**src/rtl/dcb_enc_pkg.sv**
```systemverilog
package dcb_enc_pkg;
  // strobes from control to datapath
  typedef struct packed {
    logic load;
    logic invert;
  } dcb_strobe_t;
endpackage

```
**src/rtl/dcb_enc_ctrl.sv**
```systemverilog
module dcb_enc_ctrl
  import dcb_enc_pkg::*;
#(
  parameter int DataWidth = 7,
  parameter int SumWidth  = 5
) (
  input  logic                       inValid,
  input  logic [DataWidth-1:0]       inWord,
  input  logic signed [SumWidth-1:0] runSum,
  output dcb_strobe_t                strobe,
  output logic signed [SumWidth-1:0] wordDisp
);
  localparam int CntWidth = $clog2(DataWidth + 1);

  logic [CntWidth-1:0] onesCnt;
  logic sameSign;

  // ones count of the incoming word
  always_comb begin
    onesCnt = '0;
    for (int i = 0; i < DataWidth; i++) begin
      onesCnt = onesCnt + CntWidth'(inWord[i]);
    end
  end

  // disparity = ones - zeros
  always_comb begin
    int dispInt;
    dispInt  = 2 * int'(onesCnt) - DataWidth;
    wordDisp = SumWidth'(dispInt);
  end

  // invert only when the word would push a nonzero sum further out
  always_comb begin
    sameSign = ((runSum > 0) && (wordDisp > 0)) ||
               ((runSum < 0) && (wordDisp < 0));
    strobe.load   = inValid;
    strobe.invert = inValid && sameSign;
  end
endmodule

```
**src/rtl/dcb_enc_datapath.sv**
```systemverilog
module dcb_enc_datapath
  import dcb_enc_pkg::*;
#(
  parameter int DataWidth = 7,
  parameter int SumWidth  = 5
) (
  input  logic                        clk,
  input  logic                        rstN,
  input  dcb_strobe_t                 strobe,
  input  logic [DataWidth-1:0]        inWord,
  input  logic signed [SumWidth-1:0]  wordDisp,
  output logic                        outValid,
  output logic [DataWidth+1:0]        outSymbol,
  output logic signed [SumWidth-1:0]  runSum
);
  localparam int SymWidth = DataWidth + 2;

  logic signed [SumWidth-1:0] sentDisp;
  logic [DataWidth-1:0] payload;

  always_comb begin
    payload  = strobe.invert ? ~inWord : inWord;
    sentDisp = strobe.invert ? -wordDisp : wordDisp;
  end

  always_ff @(posedge clk or negedge rstN) begin
    if (!rstN) begin
      outValid  <= 1'b0;
      outSymbol <= '0;
      runSum    <= '0;
    end else begin
      outValid <= strobe.load;
      if (strobe.load) begin
        outSymbol <= {~strobe.invert, strobe.invert, payload};
        runSum    <= runSum + sentDisp;
      end
    end
  end

  // flags always differ on a produced symbol
  assert_flag_pair_R4: assert property (@(posedge clk) disable iff (!rstN)
    outValid |-> (outSymbol[SymWidth-1] != outSymbol[SymWidth-2]));

  // sum steps by the disparity of what was sent
  assert_sum_step_R6: assert property (@(posedge clk) disable iff (!rstN)
    outValid |-> (int'(runSum) == int'($past(runSum)) + 2 * $countones(outSymbol) - SymWidth));

  // idle cycles leave state untouched
  assert_idle_hold_R6: assert property (@(posedge clk) disable iff (!rstN)
    !strobe.load |=> ($stable(runSum) && $stable(outSymbol)));

  // inversion never chosen from a zero sum
  assert_zero_sum_true_R3: assert property (@(posedge clk) disable iff (!rstN)
    (strobe.load && runSum == 0) |=> !outSymbol[SymWidth-2]);

  // boundary sum bounded by the word width
  assert_sum_bound_R7: assert property (@(posedge clk) disable iff (!rstN)
    (int'(runSum) <= DataWidth) && (int'(runSum) >= -DataWidth));

  // one cycle from valid in to valid out
  assert_valid_latency_R2: assert property (@(posedge clk) disable iff (!rstN)
    strobe.load |=> outValid);
endmodule

```
**src/rtl/dcb_word_encoder.sv**
```systemverilog
module dcb_word_encoder
  import dcb_enc_pkg::*;
#(
  parameter int DataWidth = 7,
  parameter int SumWidth  = 5
) (
  input  logic                       clk,
  input  logic                       rstN,
  input  logic                       inValid,
  input  logic [DataWidth-1:0]       inWord,
  output logic                       outValid,
  output logic [DataWidth+1:0]       outSymbol,
  output logic signed [SumWidth-1:0] runSum
);
  dcb_strobe_t strobe;
  logic signed [SumWidth-1:0] wordDisp;

  dcb_enc_ctrl #(.DataWidth(DataWidth), .SumWidth(SumWidth)) ctrl_i (
    .inValid (inValid),
    .inWord  (inWord),
    .runSum  (runSum),
    .strobe  (strobe),
    .wordDisp(wordDisp)
  );

  dcb_enc_datapath #(.DataWidth(DataWidth), .SumWidth(SumWidth)) dp_i (
    .clk      (clk),
    .rstN     (rstN),
    .strobe   (strobe),
    .inWord   (inWord),
    .wordDisp (wordDisp),
    .outValid (outValid),
    .outSymbol(outSymbol),
    .runSum   (runSum)
  );
endmodule

```
**config.mk**
```make
export PLATFORM = sky130hd
export DESIGN_NAME = dcb_word_encoder
export DESIGN_NICKNAME = d
export VERILOG_FILES = /design/src/rtl/dcb_enc_pkg.sv /design/src/rtl/dcb_enc_ctrl.sv /design/src/rtl/dcb_enc_datapath.sv /design/src/rtl/dcb_word_encoder.sv
export SDC_FILE = /design/constraint.sdc
export NUM_CORES = 1
export LEC_CHECK = 0
export CAP_MARGIN = 20
export CORE_UTILIZATION = 40
export DETAILED_ROUTE_END_ITERATION = 10
export PLACE_DENSITY = 0.67
export SLEW_MARGIN = 15
export SYNTH_ARGS = -nofsm -noshare
export SYNTH_HDL_FRONTEND = slang
export SYNTH_SLANG_ARGS = --single-unit
export TNS_END_PERCENT = 10
```
**constraint.sdc**
```tcl
create_clock -name clk -period 3.1 [get_ports clk]
set_clock_uncertainty 0.15 [all_clocks]
set_input_delay 0.775 -clock clk [delete_from_list [all_inputs] [get_ports clk]]
set_output_delay 0.775 -clock clk [all_outputs]
set_load 0.005 [all_outputs]
```
# After elaboration in Yosys (flattened, before gate mapping)
# Cells that the tools add are included.
# Widths: inputs -> output; s select.
[totals] wordCells=24 inputBits=10 out_inout_bits=15 ff_bits=15
[op_classes] order_cmp=4 reduce_logical=4 muxes=2 n_addsub=9 n_bitwise=2
[op_table] operator="$add 3x1->3" n=5
[op_table] operator="$gt 5x1->1 const B" n=2
[op_table] operator="$lt 5x1->1 const B" n=2
[op_table] operator="$mux 7" n=1
[op_table] operator="$not 7->7" n=1
[op_table] operator="$add 5x5->5" n=1
[op_table] operator="$mux 5" n=1
[op_table] operator="$neg 5->5" n=1
[op_table] operator="$sub 4x3->5 const B" n=1
[op_table] operator="$logic_and 1x1->1" n=3
[op_table] operator="$add 1x1->2" n=1
[op_table] operator="$logic_or 1x1->1" n=1
[op_table] operator="$not 1->1" n=1

# Longest topological paths before layout
# Gate-level depths: netlist (run 1).
[logic_depth] word_depth=13 depth_mapped=18

# By module
# A second synthesis (run 1) with hierarchy kept.
[hier_totals] cells_unflattened=94 area_unflattened_um2=988.4
[by_module_without_submodules] mod="dcb_enc_datapath" area_per_inst_um2=827.0 seq_area_each_um2=375.4 cells_per_inst=76 n_inst=1
[by_module_without_submodules] mod="dcb_enc_ctrl" area_per_inst_um2=161.4 seq_area_each_um2=0.0 cells_per_inst=18 n_inst=1

# Least setup slack after synthesis (run 1)
# Ideal clock, no wire load.
[synth_path] kind="input to register" start="in inWord[0]" end="reg dp_i.runSum[4]" stages=18 n_path_buf=1 arrival_ns=4.666 path_slack_ns=-1.837 required_time_ns=2.829 cell_sequence="ha_1 > inv_1 > fa_1 > fa_1 > inv_1 > ha_1 > inv_1 > fa_1 > xor2_2 > and2_1 > buf_1 > o21ai_1 > xnor2_1 > fa_1 > a21o_1 > a21oi_1 > a21boi_0 > o22a_1"
[synth_via] elab_chain_cells=13
[synth_rtl] element="start, declared" line="dcb_word_encoder.sv:10" text="input logic [DataWidth-1:0] inWord,"
[synth_rtl] element="$add 1x1->2 *" line="dcb_enc_ctrl.sv:22" text="onesCnt = onesCnt + CntWidth'(inWord[i]);"
[synth_rtl] element="$add 3x1->3 * (5 in series)" line="dcb_enc_ctrl.sv:22"
[synth_rtl] element="$sub 4x3->5 *" line="dcb_enc_ctrl.sv:29" text="dispInt = 2 * int'(onesCnt) - DataWidth;"
[synth_rtl] element="$gt 5x1->1 / $lt 5x1->1 (equally long branches)" line="dcb_enc_ctrl.sv:35, dcb_enc_ctrl.sv:36"
[synth_rtl] element="$logic_and 1x1->1, on equally long branches" line="dcb_enc_ctrl.sv:35, dcb_enc_ctrl.sv:36"
[synth_rtl] element="$logic_or 1x1->1" line="dcb_enc_ctrl.sv:35" text="sameSign = ((runSum > 0) && (wordDisp > 0)) ||"
[synth_rtl] element="$logic_and 1x1->1" line="dcb_enc_ctrl.sv:38" text="strobe.invert = inValid && sameSign;"
[synth_rtl] element="$mux 5 *" line="dcb_enc_datapath.sv:23" text="sentDisp = strobe.invert ? -wordDisp : wordDisp;"
[synth_rtl] element="$add 5x5->5 *" line="dcb_enc_datapath.sv:35" text="runSum <= runSum + sentDisp;"
[synth_rtl] element="end signal, assigned" line="dcb_enc_datapath.sv:35"
[synth_rtl] element="end, declared" line="dcb_enc_datapath.sv:14" text="output logic signed [SumWidth-1:0] runSum"
# Mark *: on every way between the ends. The rest lies on a longest branch, timed or not.
# A chain may end at the register's enable or synchronous reset.

# Worst setup path in the final report (run 1)
[layout_path] start="in inWord[1]" end="reg dp_i.runSum[3]"
# Same word-level chain as after synthesis.

==> results of run 1 <==
[layer usage]
metal  wire (um)  vias to the layer above  part of all wire (%)
met1         925                      393                    44
met5           0                        -                     0
met3          50                        2                   2.4
met2        1110                       12                    53
met4          25                        0                   1.2
li1            -                      399                     -
[logic make-up (layout without fill, tap and decap cells)]
kind of cell             after synthesis  after routing  share of synthesized area, %
AO/OA/AOI/OAI                         26             26                          17.1
XOR/XNOR                               6              6                          6.05
multiplexers                           3              3                          3.40
AND/OR/NAND/NOR                       21             21                          14.0
flip-flops                            15             15                          37.8
buffers and inverters                 14             49                          6.05
adder cells (fa/ha/maj)               10             10                          15.6
[power groups by stage]
stage,Clock (mW),Combinational (mW),Sequential [mW]
4_1_cts,0.125,0.836,0.356
5_1_grt,0.128,0.924,0.367
3_5_place_dp,0,0.779,0.359
2_1_floorplan,0,0.476,0.357
3_3_place_gp,0,0.762,0.353
6_report,0.117,0.832,0.355
[what timing repair did]
item,CTS,global route
gates resized for setup,22,3
pin swaps,11,10
setup buffers,0,1
setup endpoints to repair,13,13
[through the flow]
stage	setup WS [ns]	instance area [um2]	setup TNS, ns	cells	utilization (%)
final	-1.25	1430	-9.32	158	62.7
after global routing	-1.43	1430	-10.86	158	62.7
after CTS	-1.30	1410	-10.59	157	62.0
after global placement	-1.83	1340	-17.39	153	59.0
after detailed placement	-1.89	1340	-17.80	153	59.0
after floorplan	-1.49	1020	-10.56	95	-
[flip-flops by register name, indices dropped and copies added, names as in the netlist]
signal	cells
dp_i.runSum	5
dp_i.outSymbol	9
dp_i.outValid	1
[Yosys cell counts]
master / number / area share [%]
a21boi_0: 1 / 0.76
a21o_1: 2 / 1.5
a21oi_1: 5 / 2.5
a31o_1: 7 / 6.2
and2_1: 1 / 0.63
buf_1: 2 / 0.76
buf_6: 1 / 1.1
clkbuf_1: 1 / 0.38
dfrtp_1: 15 / 38
fa_1: 4 / 8.1
ha_1: 6 / 7.6
inv_1: 10 / 3.8
mux2_2: 3 / 3.4
nand2_1: 1 / 0.38
nor2_1: 3 / 1.1
nor2b_1: 7 / 4.4
nor3b_4: 1 / 1.9
o21a_1: 1 / 0.76
o21ai_1: 9 / 4.5
o22a_1: 1 / 0.88
or3_1: 7 / 4.4
or4_4: 1 / 1.1
xnor2_1: 3 / 2.6
xor2_1: 2 / 1.8
xor2_2: 1 / 1.6
[layout make-up]
class                           instances  share of cell area, %
Tap cell                               28                   2.45
Timing Repair Buffer                   35                   23.2
Sequential cell                        15                   26.3
Clock buffer                            4                   1.84
Inverter                               10                   2.63
Multi-Input combinational cell         66                   43.6
[final timing paths]
| path | cells after the start | slack (ns) | end | startpoint |
|---|---|---|---|---|
| min reg2reg | 1 | 0.37 | dp_i.outSymbol[8]$_DFFE_PN0P_ | dp_i.outSymbol[8]$_DFFE_PN0P_ |
| max in group asynchronous | 1 | 1.59 | dp_i.outSymbol[3]$_DFFE_PN0P_ | rstN |
| min | 1 | 0.37 | dp_i.outSymbol[8]$_DFFE_PN0P_ | dp_i.outSymbol[8]$_DFFE_PN0P_ |
| min in group asynchronous | 1 | 0.75 | dp_i.outSymbol[0]$_DFFE_PN0P_ | rstN |
| max reg2reg | 9 | 0.34 | dp_i.runSum[3]$_DFFE_PN0P_ | dp_i.runSum[0]$_DFFE_PN0P_ |
| max | 18 | -1.25 | dp_i.runSum[3]$_DFFE_PN0P_ | inWord[1] |
[layout by cell type, fill, tap and decap left out, types with 2 or more instances in the layout]
| master | instances |
|---|---|
| a21o_1 | 2 |
| a21oi_1 | 3 |
| a21oi_2 | 2 |
| a31o_1 | 7 |
| buf_4 | 10 |
| buf_6 | 2 |
| clkbuf_4 | 3 |
| clkdlybuf4s50_1 | 20 |
| dfrtp_1 | 15 |
| fa_1 | 2 |
| fa_2 | 2 |
| ha_1 | 4 |
| inv_1 | 8 |
| inv_2 | 2 |
| mux2_2 | 2 |
| nor2_1 | 3 |
| nor2b_1 | 7 |
| o21ai_1 | 8 |
| or3_1 | 7 |
| xnor2_1 | 2 |
| xor2_1 | 2 |
[worst max-delay path, delay by kind of cell]
| family | cells | cell delay [ns] |
|---|---|---|
| muxes | 1 | 0.25 |
| AOI/OAI and AO/OA | 3 | 0.45 |
| buffers and inverters | 4 | 0.23 |
| adders and majority gates | 6 | 1.96 |
| xor gates and xnor gates | 3 | 0.46 |
| and+or+nand+nor | 1 | 0.25 |
==> results.json, run 1 <==
{
  "cts_sinks": 15,
  "grtUsageMet2_pct": 32.7,
  "wl_per_cell_um": 13.3,
  "swShare_pct": 36.1,
  "yosys_warnings": 0,
  "cp-end-kind": "register",
  "fillers": 194,
  "cts_root_buffer": "clkbuf_4",
  "drv_cap": 0,
  "pwr-share-comb_pct": 63.8,
  "hold_viol_final": 0,
  "start_util_pct": 43.7,
  "worstMarginPinSlew_ns": 0.712,
  "met3_usage_pct": 2.92,
  "grt_antenna_before_repair": 0,
  "post_route_cells_drive_above_1_share_pct": 25.4,
  "drc": 0,
  "pin_count": 25,
  "cts-htree-levels": 1,
  "synth_cell_types": 25,
  "dp_hpwl_um": 1470,
  "grt_pass1_vias": 857,
  "fin_ws_ns": -1.25,
  "finalPower_mw": 1.30,
  "crit_chain": "buf_8, ha_4, inv_2, fa_1, fa_1, inv_1, ha_2, inv_2, fa_2, xor2_4, nor3b_4, o21ai_4, xnor2_2, ha_1, a21o_1, a21oi_2, xnor2_1, mux2_4",
  "syn_nets": 115,
  "critical_path_required_ns": 3.13,
  "portBuffers": 24,
  "grt_pass1_wl_um": 3710,
  "ir_drop_uv": 560,
  "slew_viol_final": 0,
  "drt_first_iter_violations": 13,
  "top_usage_layer": "met2",
  "cts_max_path_buffers": 2,
  "violations": "setup timing",
  "hp-class": "reg -> reg",
  "cts-hold-fix-buffers": 0,
  "synthCells": 95,
  "seq_area_um2": 375,
  "die_area_mm2": 0.00269,
  "gp_congestion": 0.707,
  "fmax_mhz": 230,
  "seq_power_share_pct": 27.2,
  "rows": 17,
  "worst_path_max_delay_cell": "fa_1",
  "pwr_density_cell_mw_per_mm2": 913,
  "path_max_fanout": 3,
  "status": "finished with violations",
  "placeableCoreArea_mm2": 0.00228,
  "critPathMaxStageDelay_ns": 0.50,
  "crit_path_start_kind": "primary input",
  "clockPowerShare_pct": 9.0,
  "ys_seq_area_share_pct": 37.8,
  "diodes": 0,
  "dieWidth_um": 51.8,
  "leakagePower_nw": 0.621,
  "p_switching_mw": 0.470,
  "dr.pass1.iters": 4,
  "clk_latency_ns": 0.28,
  "gr-total-overflow": 0,
  "ys_seq_elements": 15,
  "syn_area_um2": 993,
  "syn_to_final_growth_pct": 43.7,
  "grtUsageTotal_pct": 19.2,
  "fin_hold_ws_ns": 0.373,
  "vias_per_cell": 5.10,
  "syn_avg_cell_area_um2": 10.5,
  "relSlewSlack_pct": 52.4,
  "grt_max_degree": 27,
  "setup_viol": 13,
  "fp.dieH_um": 51.8,
  "cts_made_buffers": 3,
  "clk_pin_slew_worst_paths_ns": 0.09,
  "fin_nets": 151,
  "period_share_pct": 140,
  "multiInputGateArea_um2": 622,
  "finalCriticalPeriod_ns": 4.35,
  "use_met1_pct": 22.3,
  "rsz0062_at_grt": "true",
  "cts_tree": "built",
  "worstSetupPathType": "in -> reg",
  "intPower_mw": 0.833,
  "worstPathArrival_ns": 4.38,
  "num_vias": 806,
  "wirelength_um": 2110,
  "ant_nets": 0
}
No activity file was read; power rests on OpenSTA's default activity.
==> inputs of run 2 (changes only) <==
- ABC_CLOCK_PERIOD_IN_PS: not set -> 3100
- CORE_MARGIN: not set -> 2
==> results.json, run 2 (synthesized netlist as in run 1, its figures left out) <==
{
  "status": "finished with violations",
  "violations": "setup timing",
  "gp_congestion": 0.738,
  "dr.pass1.iters": 4,
  "pwr-share-comb_pct": 65.4,
  "cts-htree-levels": 1,
  "clockPowerShare_pct": 8.3,
  "syn_to_final_growth_pct": 45.7,
  "cts-hold-fix-buffers": 0,
  "cts_max_path_buffers": 2,
  "ir_drop_uv": 680,
  "grt_max_degree": 27,
  "utilization_pct": 60.1,
  "wirelength_um": 2100,
  "worst_path_max_delay_cell": "fa_1",
  "hp-class": "reg -> reg",
  "setup_tns_ns": -9.52,
  "clk_pin_slew_worst_paths_ns": 0.09,
  "grt_pass1_vias": 794,
  "dp.cells": 155,
  "largest_register_ff_count": 9,
  "dieWidth_um": 53.8,
  "gr-total-overflow": 0,
  "post_route_cells_drive_above_1_share_pct": 26.7,
  "drv_cap": 0,
  "drc": 0,
  "cts_sinks": 15,
  "grt_antenna_before_repair": 0,
  "most-common-layout-cells": "clkdlybuf4s50_1, dfrtp_1, buf_4",
  "hold_viol_final": 0,
  "fin_ws_ns": -1.21,
  "postLayoutCellArea_mm2": 0.00145,
  "intPower_mw": 0.867,
  "portBuffers": 24,
  "cts_made_buffers": 3,
  "cp-end-kind": "register",
  "critPathMaxStageDelay_ns": 0.49,
  "fin_cells": 161,
  "top_register": "dp_i.outSymbol",
  "critPathTopFamily": "adder cells",
  "vias_per_cell": 5.08,
  "num_vias": 818,
  "wl_per_cell_um": 13.0,
  "fp.dieH_um": 53.8,
  "cts_tree": "built",
  "final_common_cell": "clkdlybuf4s50_1",
  "placed_area_mm2": 0.00135,
  "relSlewSlack_pct": 54.3,
  "diodes": 0,
  "worstPathArrival_ns": 4.33,
  "ant_nets": 0,
  "swShare_pct": 35.5,
  "cts_root_buffer": "clkbuf_4",
  "clk_latency_ns": 0.28,
  "p_switching_mw": 0.477,
  "worstMarginPinSlew_ns": 0.683,
  "crit_chain": "buf_8, ha_4, inv_2, fa_1, fa_1, inv_1, ha_2, inv_2, fa_2, xor2_4, nor3b_4, o21ai_4, xnor2_2, ha_1, a21o_1, a21oi_2, xnor2_1, mux2_2",
  "fin_nets": 152,
  "cp_num_buf_inv": 4,
  "grtUsageTotal_pct": 17.1,
  "grt_pass1_wl_um": 3510,
  "seq_power_share_pct": 26.3,
  "rsz0062_at_grt": "true",
  "slew_viol_final": 0,
  "fmax_mhz": 232,
  "critical_path_required_ns": 3.12,
  "fillers": 198,
  "dp_hpwl_um": 1550,
  "period_share_pct": 139,
  "setup_viol": 13,
  "reg_top3": "dp_i.outSymbol: 9 flops, dp_i.runSum: 5 flops, dp_i.outValid: 1 flops",
  "leakagePower_nw": 0.633,
  "start_util_pct": 41.2,
  "finalCriticalPeriod_ns": 4.31,
  "crit_path_start_kind": "primary input",
  "placeableCoreArea_mm2": 0.00241,
  "pin_count": 25,
  "fin_hold_ws_ns": 0.367,
  "rows": 18,
  "drt_first_iter_violations": 3,
  "worstSetupPathType": "in -> reg",
  "path_max_fanout": 3,
  "die_area_mm2": 0.00290,
  "pwr_density_cell_mw_per_mm2": 928
}
## run 2: changes by cell type in the layout (fill, tap and decap cells not counted), sizes merged
cell,previous run,this run
buf,13,14
clkdlybuf4s15,1,0
dlygate4sd2,1,2
## run 2: through the flow
step	worst slack (ns)	power (mW)
4_1_cts	-1.31	1.35
5_1_grt	-1.38	1.46
6_report	-1.21	1.34
3_3_place_gp	-1.82	1.11
2_1_floorplan	-1.49	0.832
3_5_place_dp	-1.92	1.14
## run 2: layout make-up
type / count / area, um2 / share of cell area, %
clock buffers: 4 / 26.3 / 1.82
well taps: 30 / 37.5 / 2.59
inverters: 10 / 37.5 / 2.59
flip-flops and latches: 15 / 375 / 25.9
repair buffers: 36 / 342 / 23.6
multi-input cells: 66 / 629 / 43.5
## run 2: what timing repair did
item,4_1_cts,5_1_grt
setup endpoints to repair,13,13
setup buffers,2,0
gates resized for setup,25,2
pin swaps,16,9
## run 2: metal layers
metal | track usage, % | vias up | wire (um)
met2 | 30.5 | 11 | 1120
met4 | 7.69 | 0 | 19
met3 | 2.50 | 2 | 63
li1 | - | 402 | -
met1 | 20.2 | 403 | 899
met5 | 0 | - | 0
## run 2: power groups by stage
stage | logic [mW] | registers, mW | clock network, mW
5_1_grt | 0.968 | 0.366 | 0.129
6_report | 0.879 | 0.353 | 0.112
4_1_cts | 0.873 | 0.353 | 0.120
2_1_floorplan | 0.476 | 0.357 | 0
3_5_place_dp | 0.785 | 0.358 | 0
3_3_place_gp | 0.759 | 0.353 | 0
## run 2: path summary, 6_finish.rpt
path | from | to | slack (ns) | depth (start not counted)
max | inWord[0] | dp_i.runSum[3]$_DFFE_PN0P_ | -1.21 | 18
max in group asynchronous | rstN | dp_i.outSymbol[3]$_DFFE_PN0P_ | 1.61 | 1
max reg2reg | dp_i.runSum[1]$_DFFE_PN0P_ | dp_i.runSum[3]$_DFFE_PN0P_ | 0.41 | 9
min in group asynchronous | rstN | dp_i.outSymbol[2]$_DFFE_PN0P_ | 0.75 | 1
min | dp_i.outSymbol[7]$_DFFE_PN0P_ | dp_i.outSymbol[7]$_DFFE_PN0P_ | 0.37 | 2
min reg2reg | dp_i.outSymbol[7]$_DFFE_PN0P_ | dp_i.outSymbol[7]$_DFFE_PN0P_ | 0.37 | 2
## run 2: worst min-delay path, cell delays in order, from the launching register on
cell	delay, ns
dfrtp_1	0.38
inv_1	0.06
o21ai_1	0.05
==> inputs of run 3 (changes only) <==
- CELL_PAD_IN_SITES_DETAIL_PLACEMENT: not set -> 0
- CELL_PAD_IN_SITES_GLOBAL_PLACEMENT: not set -> 2
- CORE_UTILIZATION: 40 -> 27
- PLACE_DENSITY: 0.67 -> 0.72
==> results.json, run 3 (synthesized netlist as in run 1, its figures left out) <==
{
  "gp_congestion": 0.676,
  "intPower_mw": 0.915,
  "period_share_pct": 139,
  "clk_latency_ns": 0.25,
  "leakagePower_nw": 0.640,
  "hold_viol_final": 0,
  "clk_pin_slew_worst_paths_ns": 0.07,
  "clockPowerShare_pct": 11.9,
  "diodes": 0,
  "cts-hold-fix-buffers": 0,
  "seq_power_share_pct": 25.5,
  "critical_path_required_ns": 3.09,
  "cts_tree": "built",
  "cp_num_buf_inv": 4,
  "ant_nets": 0,
  "dp_hpwl_um": 1550,
  "violations": "setup timing",
  "dr.pass1.iters": 4,
  "grtUsageTotal_pct": 12.1,
  "drv_cap": 0,
  "die_area_mm2": 0.00418,
  "pin_count": 25,
  "start_util_pct": 27.6,
  "fp.dieH_um": 64.7,
  "num_vias": 803,
  "grt_pass1_vias": 843,
  "cp-end-kind": "register",
  "vias_per_cell": 4.46,
  "cts_root_buffer": "clkbuf_8",
  "dp.cells": 174,
  "grt_antenna_before_repair": 0,
  "crit_path_start_kind": "primary input",
  "drc": 0,
  "status": "finished with violations",
  "pwr-share-comb_pct": 62.6,
  "path_max_fanout": 3,
  "worstPathArrival_ns": 4.31,
  "critPathTopFamily": "adder cells",
  "setup_viol": 13,
  "cts_sinks": 15,
  "drt_first_iter_violations": 63,
  "cts_made_buffers": 3,
  "rows": 22,
  "fin_hold_ws_ns": 0.359,
  "relSlewSlack_pct": 51.7,
  "worstMarginPinSlew_ns": 0.723,
  "cts-htree-levels": 1,
  "fin_ws_ns": -1.22,
  "critPathMaxStageDelay_ns": 0.49,
  "p_switching_mw": 0.483,
  "post_route_cells_drive_above_1_share_pct": 27.3,
  "pwr_density_cell_mw_per_mm2": 937,
  "fin_nets": 153,
  "crit_chain": "buf_8, ha_4, inv_2, fa_1, fa_1, inv_1, ha_2, inv_2, fa_2, xor2_4, nor3b_4, o21ai_4, xnor2_2, ha_1, a21o_1, a21oi_2, xnor2_1, mux2_2",
  "placeableCoreArea_mm2": 0.00361,
  "dieWidth_um": 64.7,
  "hp-class": "reg -> reg",
  "grt_max_degree": 27,
  "largest_register_ff_count": 9,
  "swShare_pct": 34.5,
  "fin_cells": 180,
  "dp_slack_ns": -1.93,
  "syn_to_final_growth_pct": 50.3,
  "final_common_cell": "clkdlybuf4s50_1",
  "cts_max_path_buffers": 2,
  "reg_top3": "dp_i.outSymbol: 9 flops, dp_i.runSum: 5 flops, dp_i.outValid: 1 flops",
  "fmax_mhz": 231,
  "wl_per_cell_um": 12.2,
  "top_register": "dp_i.outSymbol",
  "ir_drop_uv": 250,
  "slew_viol_final": 0,
  "worstSetupPathType": "in -> reg",
  "rsz0062_at_grt": "true",
  "wirelength_um": 2200,
  "grt_pass1_wl_um": 3780,
  "portBuffers": 24,
  "most-common-layout-cells": "clkdlybuf4s50_1, dfrtp_1, buf_4",
  "finalCriticalPeriod_ns": 4.32,
  "worst_path_max_delay_cell": "fa_1",
  "gr-total-overflow": 0
}
## run 3: changes by cell type in the layout (fill, tap and decap cells not counted)
cell,delta
buf_6,+2
buf_8,-1
clkbuf_4,-3
mux2_2,+1
mux2_4,-1
clkbuf_8,+3
## run 3: cell type report
class                      instances  area [um2]
fill                             360        2110
clock buffer                       4        45.0
tap                               48        60.1
sequential                        15         375
timing repair buffer              37         349
multi-input combinational         66         626
inverter                          10        37.5
## run 3: worst paths after layout
path | startpoint | end | slack (ns) | cells after the start
min in group asynchronous | rstN | dp_i.runSum[4]$_DFFE_PN0P_ | 0.80 | 1
setup reg to reg | dp_i.runSum[1]$_DFFE_PN0P_ | dp_i.runSum[3]$_DFFE_PN0P_ | 0.39 | 9
max in group asynchronous | rstN | dp_i.outSymbol[6]$_DFFE_PN0P_ | 1.54 | 1
hold / removal | dp_i.outSymbol[7]$_DFFE_PN0P_ | dp_i.outSymbol[7]$_DFFE_PN0P_ | 0.36 | 2
hold reg to reg | dp_i.outSymbol[7]$_DFFE_PN0P_ | dp_i.outSymbol[7]$_DFFE_PN0P_ | 0.36 | 2
setup / recovery | inWord[0] | dp_i.runSum[3]$_DFFE_PN0P_ | -1.22 | 18
## run 3: layer usage
layer | vias up | GRT usage [%] | part of all wire, %
met3 | 5 | 1.74 | 2.6
met5 | - | 0 | 0
met4 | 0 | 8.24 | 2.8
met2 | 16 | 21.0 | 50
li1 | 401 | - | -
met1 | 381 | 13.8 | 45
## run 3: repair_timing
| action | CTS | global route |
|---|---|---|
| buffers inserted | 2 | 0 |
| setup endpoints to repair | 13 | 13 |
| pin swaps | 15 | 8 |
| resized for setup | 24 | 2 |
## run 3: power by group through the flow
stage	combinational, mW	clock, mW	sequential [mW]
global route	0.971	0.186	0.376
detailed placement	0.785	0	0.363
floorplan	0.476	0	0.357
global placement	0.771	0	0.357
finish	0.875	0.166	0.357
CTS	0.871	0.170	0.360
## run 3: worst reg2reg max path, delay by kind of cell, from the launching register on
kind | cells | cell delay [ns]
mux | 1 | 0.25
simple gates | 2 | 0.76
compound gates | 3 | 0.50
fa+ha+maj | 1 | 0.25
xor+xnor | 2 | 0.23
flops | 1 | 0.45
## run 3: through the flow
step / power, mW / instance area, um2 / setup TNS [ns] / utilization [%]
final: 1.40 / 1490 / -9.84 / 41.4
after global placement: 1.13 / 1380 / -17.93 / 38.2
after CTS: 1.40 / 1490 / -11.87 / 41.2
after global routing: 1.53 / 1490 / -11.37 / 41.4
after detailed placement: 1.15 / 1380 / -18.59 / 38.2
after floorplan: 0.832 / 1020 / -10.56 / -
